[src/rtl/lvl_alarm_pkg.sv]
package lvl_alarm_pkg;
  // Field positions software relies on
  localparam int TRIP_LSB    = 0;
  localparam int RELEASE_LSB = 16;
  localparam int FLAG_LSB    = 20;
  localparam int IEN_LSB     = 4;
  localparam int HI_EN_BIT   = 0;
  localparam int LO_EN_BIT   = 1;
  localparam int DISC_LSB    = 4;
  localparam int N_EVT       = 4;
  localparam int N_DISC      = 3;

  typedef enum logic {DIR_HIGH, DIR_LOW} alarm_dir_e;
  typedef enum logic [1:0] {CLS_NORMAL, CLS_HIGH, CLS_LOW} smp_class_e;

  typedef struct packed {
    logic ended;
    logic started;
  } alarm_evt_t;
endpackage

[src/rtl/lvl_alarm_det.sv]
module lvl_alarm_det
  import lvl_alarm_pkg::*;
#(
  parameter int         SMP_W = 12,
  parameter alarm_dir_e DIR   = DIR_HIGH
) (
  input  logic             clk,
  input  logic             rst,
  input  logic             arm,
  input  logic             smp_valid,
  input  logic [SMP_W-1:0] smp_data,
  input  logic [SMP_W-1:0] trip_lvl,
  input  logic [SMP_W-1:0] rel_lvl,
  output logic             active_q,
  output logic             active_nxt,
  output alarm_evt_t       evt
);
  logic trip_hit;
  logic rel_hit;

  generate
    if (DIR == DIR_HIGH) begin : g_high
      assign trip_hit = smp_data > trip_lvl;
      assign rel_hit  = smp_data < rel_lvl;
    end else begin : g_low
      assign trip_hit = smp_data < trip_lvl;
      assign rel_hit  = smp_data > rel_lvl;
    end
  endgenerate

  always_comb begin
    active_nxt = active_q;
    evt        = '0;
    if (!arm) begin
      active_nxt = 1'b0;
    end else if (smp_valid) begin
      if (!active_q && trip_hit) begin
        active_nxt  = 1'b1;
        evt.started = 1'b1;
      end else if (active_q && rel_hit) begin
        active_nxt = 1'b0;
        evt.ended  = 1'b1;
      end
    end
  end

  always_ff @(posedge clk) begin
    if (rst) active_q <= 1'b0;
    else     active_q <= active_nxt;
  end


  disarm_clears_chk: assert property (@(posedge clk) disable iff (rst)
    !arm |=> !active_q);


  start_needs_sample_chk: assert property (@(posedge clk) disable iff (rst)
    !active_q && active_nxt |-> smp_valid && arm);
endmodule

[src/rtl/lvl_alarm_gate.sv]
module lvl_alarm_gate
  import lvl_alarm_pkg::*;
#(
  parameter int SMP_W = 12
) (
  input  logic              clk,
  input  logic              rst,
  input  logic              smp_valid,
  input  logic [SMP_W-1:0]  smp_data,
  input  logic              hi_active,
  input  logic              lo_active,
  input  logic [N_DISC-1:0] discard,
  output logic              fwd_valid,
  output logic [SMP_W-1:0]  fwd_data
);
  smp_class_e cls;
  logic       drop;

  always_comb begin
    if (hi_active)      cls = CLS_HIGH;
    else if (lo_active) cls = CLS_LOW;
    else                cls = CLS_NORMAL;
    case (cls)
      CLS_HIGH: drop = discard[0];
      CLS_LOW:  drop = discard[1];
      default:  drop = discard[2];
    endcase
  end

  always_ff @(posedge clk) begin
    if (rst) begin
      fwd_valid <= 1'b0;
      fwd_data  <= '0;
    end else begin
      fwd_valid <= smp_valid && !drop;
      if (smp_valid) fwd_data <= smp_data;
    end
  end


  fwd_origin_chk: assert property (@(posedge clk) disable iff (rst)
    fwd_valid |-> $past(smp_valid) && fwd_data == $past(smp_data));
endmodule

[src/rtl/lvl_alarm_flags.sv]
module lvl_alarm_flags
  import lvl_alarm_pkg::*;
(
  input  logic             clk,
  input  logic             rst,
  input  logic [N_EVT-1:0] set_evt,
  input  logic             clr_wr,
  input  logic [N_EVT-1:0] clr_mask,
  input  logic [N_EVT-1:0] ien,
  output logic [N_EVT-1:0] flags_q,
  output logic             irq_q
);
  logic [N_EVT-1:0] flags_nxt;

  always_comb begin
    flags_nxt = flags_q;
    if (clr_wr) flags_nxt = flags_nxt & ~clr_mask;
    flags_nxt = flags_nxt | set_evt;
  end

  always_ff @(posedge clk) begin
    if (rst) begin
      flags_q <= '0;
      irq_q   <= 1'b0;
    end else begin
      flags_q <= flags_nxt;
      irq_q   <= |(flags_nxt & ien);
    end
  end


  flag_origin_chk: assert property (@(posedge clk) disable iff (rst)
    (flags_q & ~$past(flags_q) & ~$past(set_evt)) == '0);


  irq_cause_chk: assert property (@(posedge clk) disable iff (rst)
    irq_q |-> (flags_q & $past(ien)) != '0);
endmodule

[src/rtl/lvl_alarm_top.sv]
module lvl_alarm_top
  import lvl_alarm_pkg::*;
#(
  parameter int SMP_W = 12,
  parameter int REG_W = 32
) (
  input  logic             clk,
  input  logic             rst,
  input  logic             periodic_mode,
  input  logic             smp_valid,
  input  logic [SMP_W-1:0] smp_data,
  input  logic [REG_W-1:0] hi_thr_word,
  input  logic [REG_W-1:0] lo_thr_word,
  input  logic [REG_W-1:0] alarm_ctrl,
  input  logic [REG_W-1:0] int_ctrl,
  input  logic             flag_wr,
  input  logic [REG_W-1:0] flag_wdata,
  output logic             fwd_valid,
  output logic [SMP_W-1:0] fwd_data,
  output logic [REG_W-1:0] flag_word,
  output logic             irq
);
  localparam int N_ALARM = 2;

  logic [REG_W-1:0] thr_word [N_ALARM];
  logic [N_ALARM-1:0] arm;
  logic [N_ALARM-1:0] act_q;
  logic [N_ALARM-1:0] act_nxt;
  alarm_evt_t         evt [N_ALARM];
  logic [N_EVT-1:0]   set_evt;
  logic [N_EVT-1:0]   flags;
  logic               unused_bits;

  assign thr_word[0] = hi_thr_word;
  assign thr_word[1] = lo_thr_word;
  assign arm[0] = periodic_mode && alarm_ctrl[HI_EN_BIT];
  assign arm[1] = periodic_mode && alarm_ctrl[LO_EN_BIT];

  genvar g;
  generate
    for (g = 0; g < N_ALARM; g++) begin : g_alarm
      lvl_alarm_det #(
        .SMP_W (SMP_W),
        .DIR   ((g == 0) ? DIR_HIGH : DIR_LOW)
      ) i_det (
        .clk        (clk),
        .rst        (rst),
        .arm        (arm[g]),
        .smp_valid  (smp_valid),
        .smp_data   (smp_data),
        .trip_lvl   (thr_word[g][TRIP_LSB +: SMP_W]),
        .rel_lvl    (thr_word[g][RELEASE_LSB +: SMP_W]),
        .active_q   (act_q[g]),
        .active_nxt (act_nxt[g]),
        .evt        (evt[g])
      );
      assign set_evt[2*g]   = evt[g].started;
      assign set_evt[2*g+1] = evt[g].ended;
    end
  endgenerate

  lvl_alarm_gate #(.SMP_W(SMP_W)) i_gate (
    .clk       (clk),
    .rst       (rst),
    .smp_valid (smp_valid),
    .smp_data  (smp_data),
    .hi_active (act_nxt[0]),
    .lo_active (act_nxt[1]),
    .discard   (alarm_ctrl[DISC_LSB +: N_DISC]),
    .fwd_valid (fwd_valid),
    .fwd_data  (fwd_data)
  );

  lvl_alarm_flags i_flags (
    .clk      (clk),
    .rst      (rst),
    .set_evt  (set_evt),
    .clr_wr   (flag_wr),
    .clr_mask (flag_wdata[FLAG_LSB +: N_EVT]),
    .ien      (int_ctrl[IEN_LSB +: N_EVT]),
    .flags_q  (flags),
    .irq_q    (irq)
  );

  always_comb begin
    flag_word = '0;
    flag_word[FLAG_LSB +: N_EVT] = flags;
  end

  assign unused_bits = ^{hi_thr_word, lo_thr_word, alarm_ctrl, int_ctrl, flag_wdata, act_q};


  hi_start_flag_chk: assert property (@(posedge clk) disable iff (rst)
    $rose(act_q[0]) |-> flag_word[FLAG_LSB]);


  lo_start_flag_chk: assert property (@(posedge clk) disable iff (rst)
    $rose(act_q[1]) |-> flag_word[FLAG_LSB+2]);


  hi_end_flag_chk: assert property (@(posedge clk) disable iff (rst)
    $fell(act_q[0]) && $past(arm[0]) && arm[0] |-> flag_word[FLAG_LSB+1]);


  lo_end_flag_chk: assert property (@(posedge clk) disable iff (rst)
    $fell(act_q[1]) && $past(arm[1]) && arm[1] |-> flag_word[FLAG_LSB+3]);
endmodule

[config.mk]
export PLATFORM = sky130hd
export DESIGN_NAME = lvl_alarm_top
export DESIGN_NICKNAME = d
export VERILOG_FILES = /design/src/rtl/lvl_alarm_pkg.sv /design/src/rtl/lvl_alarm_det.sv /design/src/rtl/lvl_alarm_gate.sv /design/src/rtl/lvl_alarm_flags.sv /design/src/rtl/lvl_alarm_top.sv
export SDC_FILE = /design/constraint.sdc
export NUM_CORES = 1
export LEC_CHECK = 0
export ABC_AREA = 0
export BUFFER_PORTS_ARGS = -buffer_cell sky130_fd_sc_hd__buf_2
export CAP_MARGIN = 10
export CORE_AREA = 2 2 87 89
export DETAILED_ROUTE_END_ITERATION = 6
export DIE_AREA = 0 0 89 91
export GPL_ROUTABILITY_DRIVEN = 0
export GPL_TIMING_DRIVEN = 0
export PLACE_DENSITY = 0.71
export SYNTH_ARGS = -nofsm -noshare
export SYNTH_HDL_FRONTEND = slang
export SYNTH_SLANG_ARGS = --single-unit
[constraint.sdc]
create_clock -name clk -period 2.73 [get_ports clk]
set_input_delay 0.546 -clock clk [delete_from_list [all_inputs] [get_ports clk]]
set_output_delay 0.546 -clock clk [all_outputs]
set_load 0.005 [all_outputs]
==> impl_results.md <==
- Result of the run: completed
- Placement row count: 31
- Effective utilization at floorplan: a little under a third
- Maximum achievable frequency: around 430 MHz
- Area of the die: 0.00810 mm²
- Worst endpoint data arrival time: roughly 2.6 ns
- Cell leakage power: about 1.8 nW
- Net count reported at finish: ~630
- Buffers from clock root to sink, at most: 2
- Largest stage delay, worst path: 0.60 ns
- Worst slew margin: a little under half
- Clock tree from TritonCTS: done
- Signed area change from the synthesized netlist to the final layout: 34.7%
- Post-DR wirelength/cell: between 10 and 15 µm
- Hold buffer count at CTS: 0
- Number of fillers in the final layout: 785
- Global Route Usage Sum: approximately 15%
- Required arrival time at the worst endpoint: a little under 3 ns
- Worst-path fanout max: 5
- Setup WS post-layout: roughly 0.38 ns
- Drt total wl: a little over 6000 µm
- Final hold viol count: 0
- Worst setup skew after layout: ~0.011 ns
- Cells after synthesis: about 280
- Number of DRC violations after detailed routing: 0
- Fraction of final layout cells sized beyond drive strength 1: about a third
- Clock Tree Root: clkbuf_8
- Vertical die dimension: 91 µm
- Maximum number of pins on one net before global-route repair: 13
- Max-capacitance violation count: 0
- Reg clk slew, reported paths: roughly 0.09 ns
- Count of antenna-violating nets left after detailed routing: 0
- Setup Total Neg Slack: 0 ns
- Hold Slack: ~0.49 ns
- Postcts setup bufs: 0
- Cell breakdown of the critical path: buf_2, ha_1, and2_1, a221oi_1, o21ai_0, a2111oi_0, o21ai_0, nand4_1
- Slowest stage cell, crit path: a2111oi_0
- Via-per-instance ratio: around 4.4
- Peak supply drop: between 0.15 and 0.2 mV
- Via count of the first global-routing pass: 2140
- Deepest level of the CTS H-tree: 1
- Die boundary width: about 89 µm
- Area of the multi-input gates: ~0.0015 mm²
- Number of warnings printed during yosys synthesis: 0
- Share of async-settable or async-resettable flops after synthesis: 0%
- Count of endpoints failing setup in the final report: 0
- Worst path top cell family by delay: compound AO/OA/AOI/OAI gates
- Portion of synthesized cell area occupied by the leading cell type: between 20% and 30%
- Post-route minimum period: ~2.4 ns
- Aggregate global routing overflow: 0
- Sequential fraction of the synthesis area: 18.1%
- WP buf/inv: 1
- Post-Syn Area: approximately 0.0022 mm²
- Inst Count DP: about 500
- Count of pins on the block boundary: ~220
- Placement Setup Slack: roughly 0.026 ns
- Least-Margin Pin Slew: between 0.7 and 0.8 ns
- Ratio of final minimum period to clock period: a little under nine tenths
- Pwr/cell area: around 310 mW/mm²
- Main flop type after synthesis: dfxtp_1
- Unrepaired setup endpoints after global routing: false
- Critical path startpoint category: input pin
- Most repeated library cell on the critical path: o21ai_0
- Number of pins with negative max-slew slack in the final report: 0
- Worst Setup Path Type: in2reg
- Count of TritonRoute iterations in the first routing pass: 4
- Area of placed instances: around 0.0029 mm²
- Clock network latency to the later pin of the worst-skew pair: between 0.2 and 0.3 ns
- Largest cells by area after synthesis: ha_1 26%, dfxtp_1 18%, buf_4 9.5%
- Core Region: about 0.0071 mm²
- Area occupied by registers: roughly 400 µm²
- Number of gates given a new drive strength after cts: 0
- Worst Setup End Kind: register
- Detailed router's first-iteration violation count: 34
- Count of flip-flops with a built-in enable after synthesis: 0
- Via count of the routed design: 2212
- Diode count: 0
- Global-route wire length before repair: between 9000 and 10000 µm
- Post-Syn Area per Cell: ~8 µm²
- Total CTS buffers: 3
- Total of flip-flops plus latches after synthesis: 20
- Non-filler cells in the finished layout: between 500 and 600
- Type of the most critical hold path: reg2reg
- Number of port buffers: 94
- Antenna violations before repair: 0
- Number of distinct library cells after synthesis: 37
- CTS sink count: 20
- Cell area after layout: between 0.002 and 0.003 mm²
- Detailed placement HPWL: ~5300 µm
- Synth area leader: ha_1
## synthesized netlist by cell type, types with 5 or more instances
master / instances
nand2b_1: 5
mux2i_1: 12
o21ai_0: 8
inv_1: 50
nor2_1: 18
buf_4: 28
nand4_1: 11
nor2b_1: 6
ha_1: 46
nand2_1: 10
a21oi_1: 13
dfxtp_1: 20
## layout make-up
type,count,share of cell area (%)
clock inverter,1,1.01
timing repair buffer,94,15.8
sequential,20,13.5
buffer,32,7.57
multi-input combinational,202,50.3
tap,99,4.16
clock buffer,3,1.39
inverter,50,6.31
## registers in the layout, summed over array words and instances (netlist names)
register	cells
i_flags.irq_q	1
g_alarm.i_det.active_q	2
i_flags.flags_q	4
i_gate.fwd_data	12
i_gate.fwd_valid	1
## routing by layer
layer	up-vias	part of all wire [%]	GRT usage, %
met5	-	0	0
met4	0	0.36	1.87
met3	2	8.3	4.00
met2	91	45	25.2
met1	960	47	18.8
li1	1159	-	-
## cell usage in the layout (no fill, tap or decap), types with 4 or more instances in the layout
cell type and instances:
and2_1 4, nand4_1 11, nand2_1 10, dfxtp_1 20
inv_1 50, nor2b_1 6, buf_4 28, o211ai_1 4
mux2i_1 12, a21o_1 4, o21ai_0 8, a211o_1 4
buf_2 94, nand2b_1 5, conb_1 28, a21oi_1 13
nor2_1 18, ha_1 46
## worst register-to-register path, delay by kind of cell (launching register included)
family | cells | cell delay (ns)
AOI/OAI and AO/OA | 3 | 0.74
DFF | 1 | 0.36
and+or+nand+nor | 2 | 0.47
## path summary, 6_finish.rpt
kind                                   end  slack, ns                                  from  cells past startpoint
max reg2reg    i_gate.fwd_valid$_SDFF_PP0_       1.09  g_alarm[0].i_det.active_q$_SDFF_PP0_                      5
min reg2reg  i_flags.flags_q[3]$_SDFF_PP0_       0.49         i_flags.flags_q[3]$_SDFF_PP0_                      2
min          i_flags.flags_q[3]$_SDFF_PP0_       0.49         i_flags.flags_q[3]$_SDFF_PP0_                      2
max               i_flags.irq_q$_SDFF_PP0_       0.38                           smp_data[7]                      8
## through the flow
step | util [%] | power [mW]
after global placement | 40.7 | 0.629
after global routing | 41.7 | 1.01
final | 41.7 | 0.937
after floorplan | - | 0.512
after CTS | 41.7 | 0.949
after detailed placement | 40.7 | 0.639
## power breakdown
group | total [mW] | internal (mW) | switching [mW]
Sequential | 0.312 | 0.305 | 0.00632
Combinational | 0.320 | 0.159 | 0.161
Clock | 0.305 | 0.196 | 0.109
Total | 0.937 | 0.660 | 0.277
## cell families after synthesis
| family | count (synthesis) | synth area share (%) |
|---|---|---|
| AOI/OAI and AO/OA | 52 | 16.4 |
| adders and majority gates | 46 | 26.1 |
| buffers and inverters | 82 | 18.7 |
| DFF | 20 | 18.1 |
| muxes | 12 | 5.44 |
| other | 1 | 0.170 |
| and+or+nand+nor | 64 | 15.1 |
Note: power is estimated with default switching activity, not from simulation.
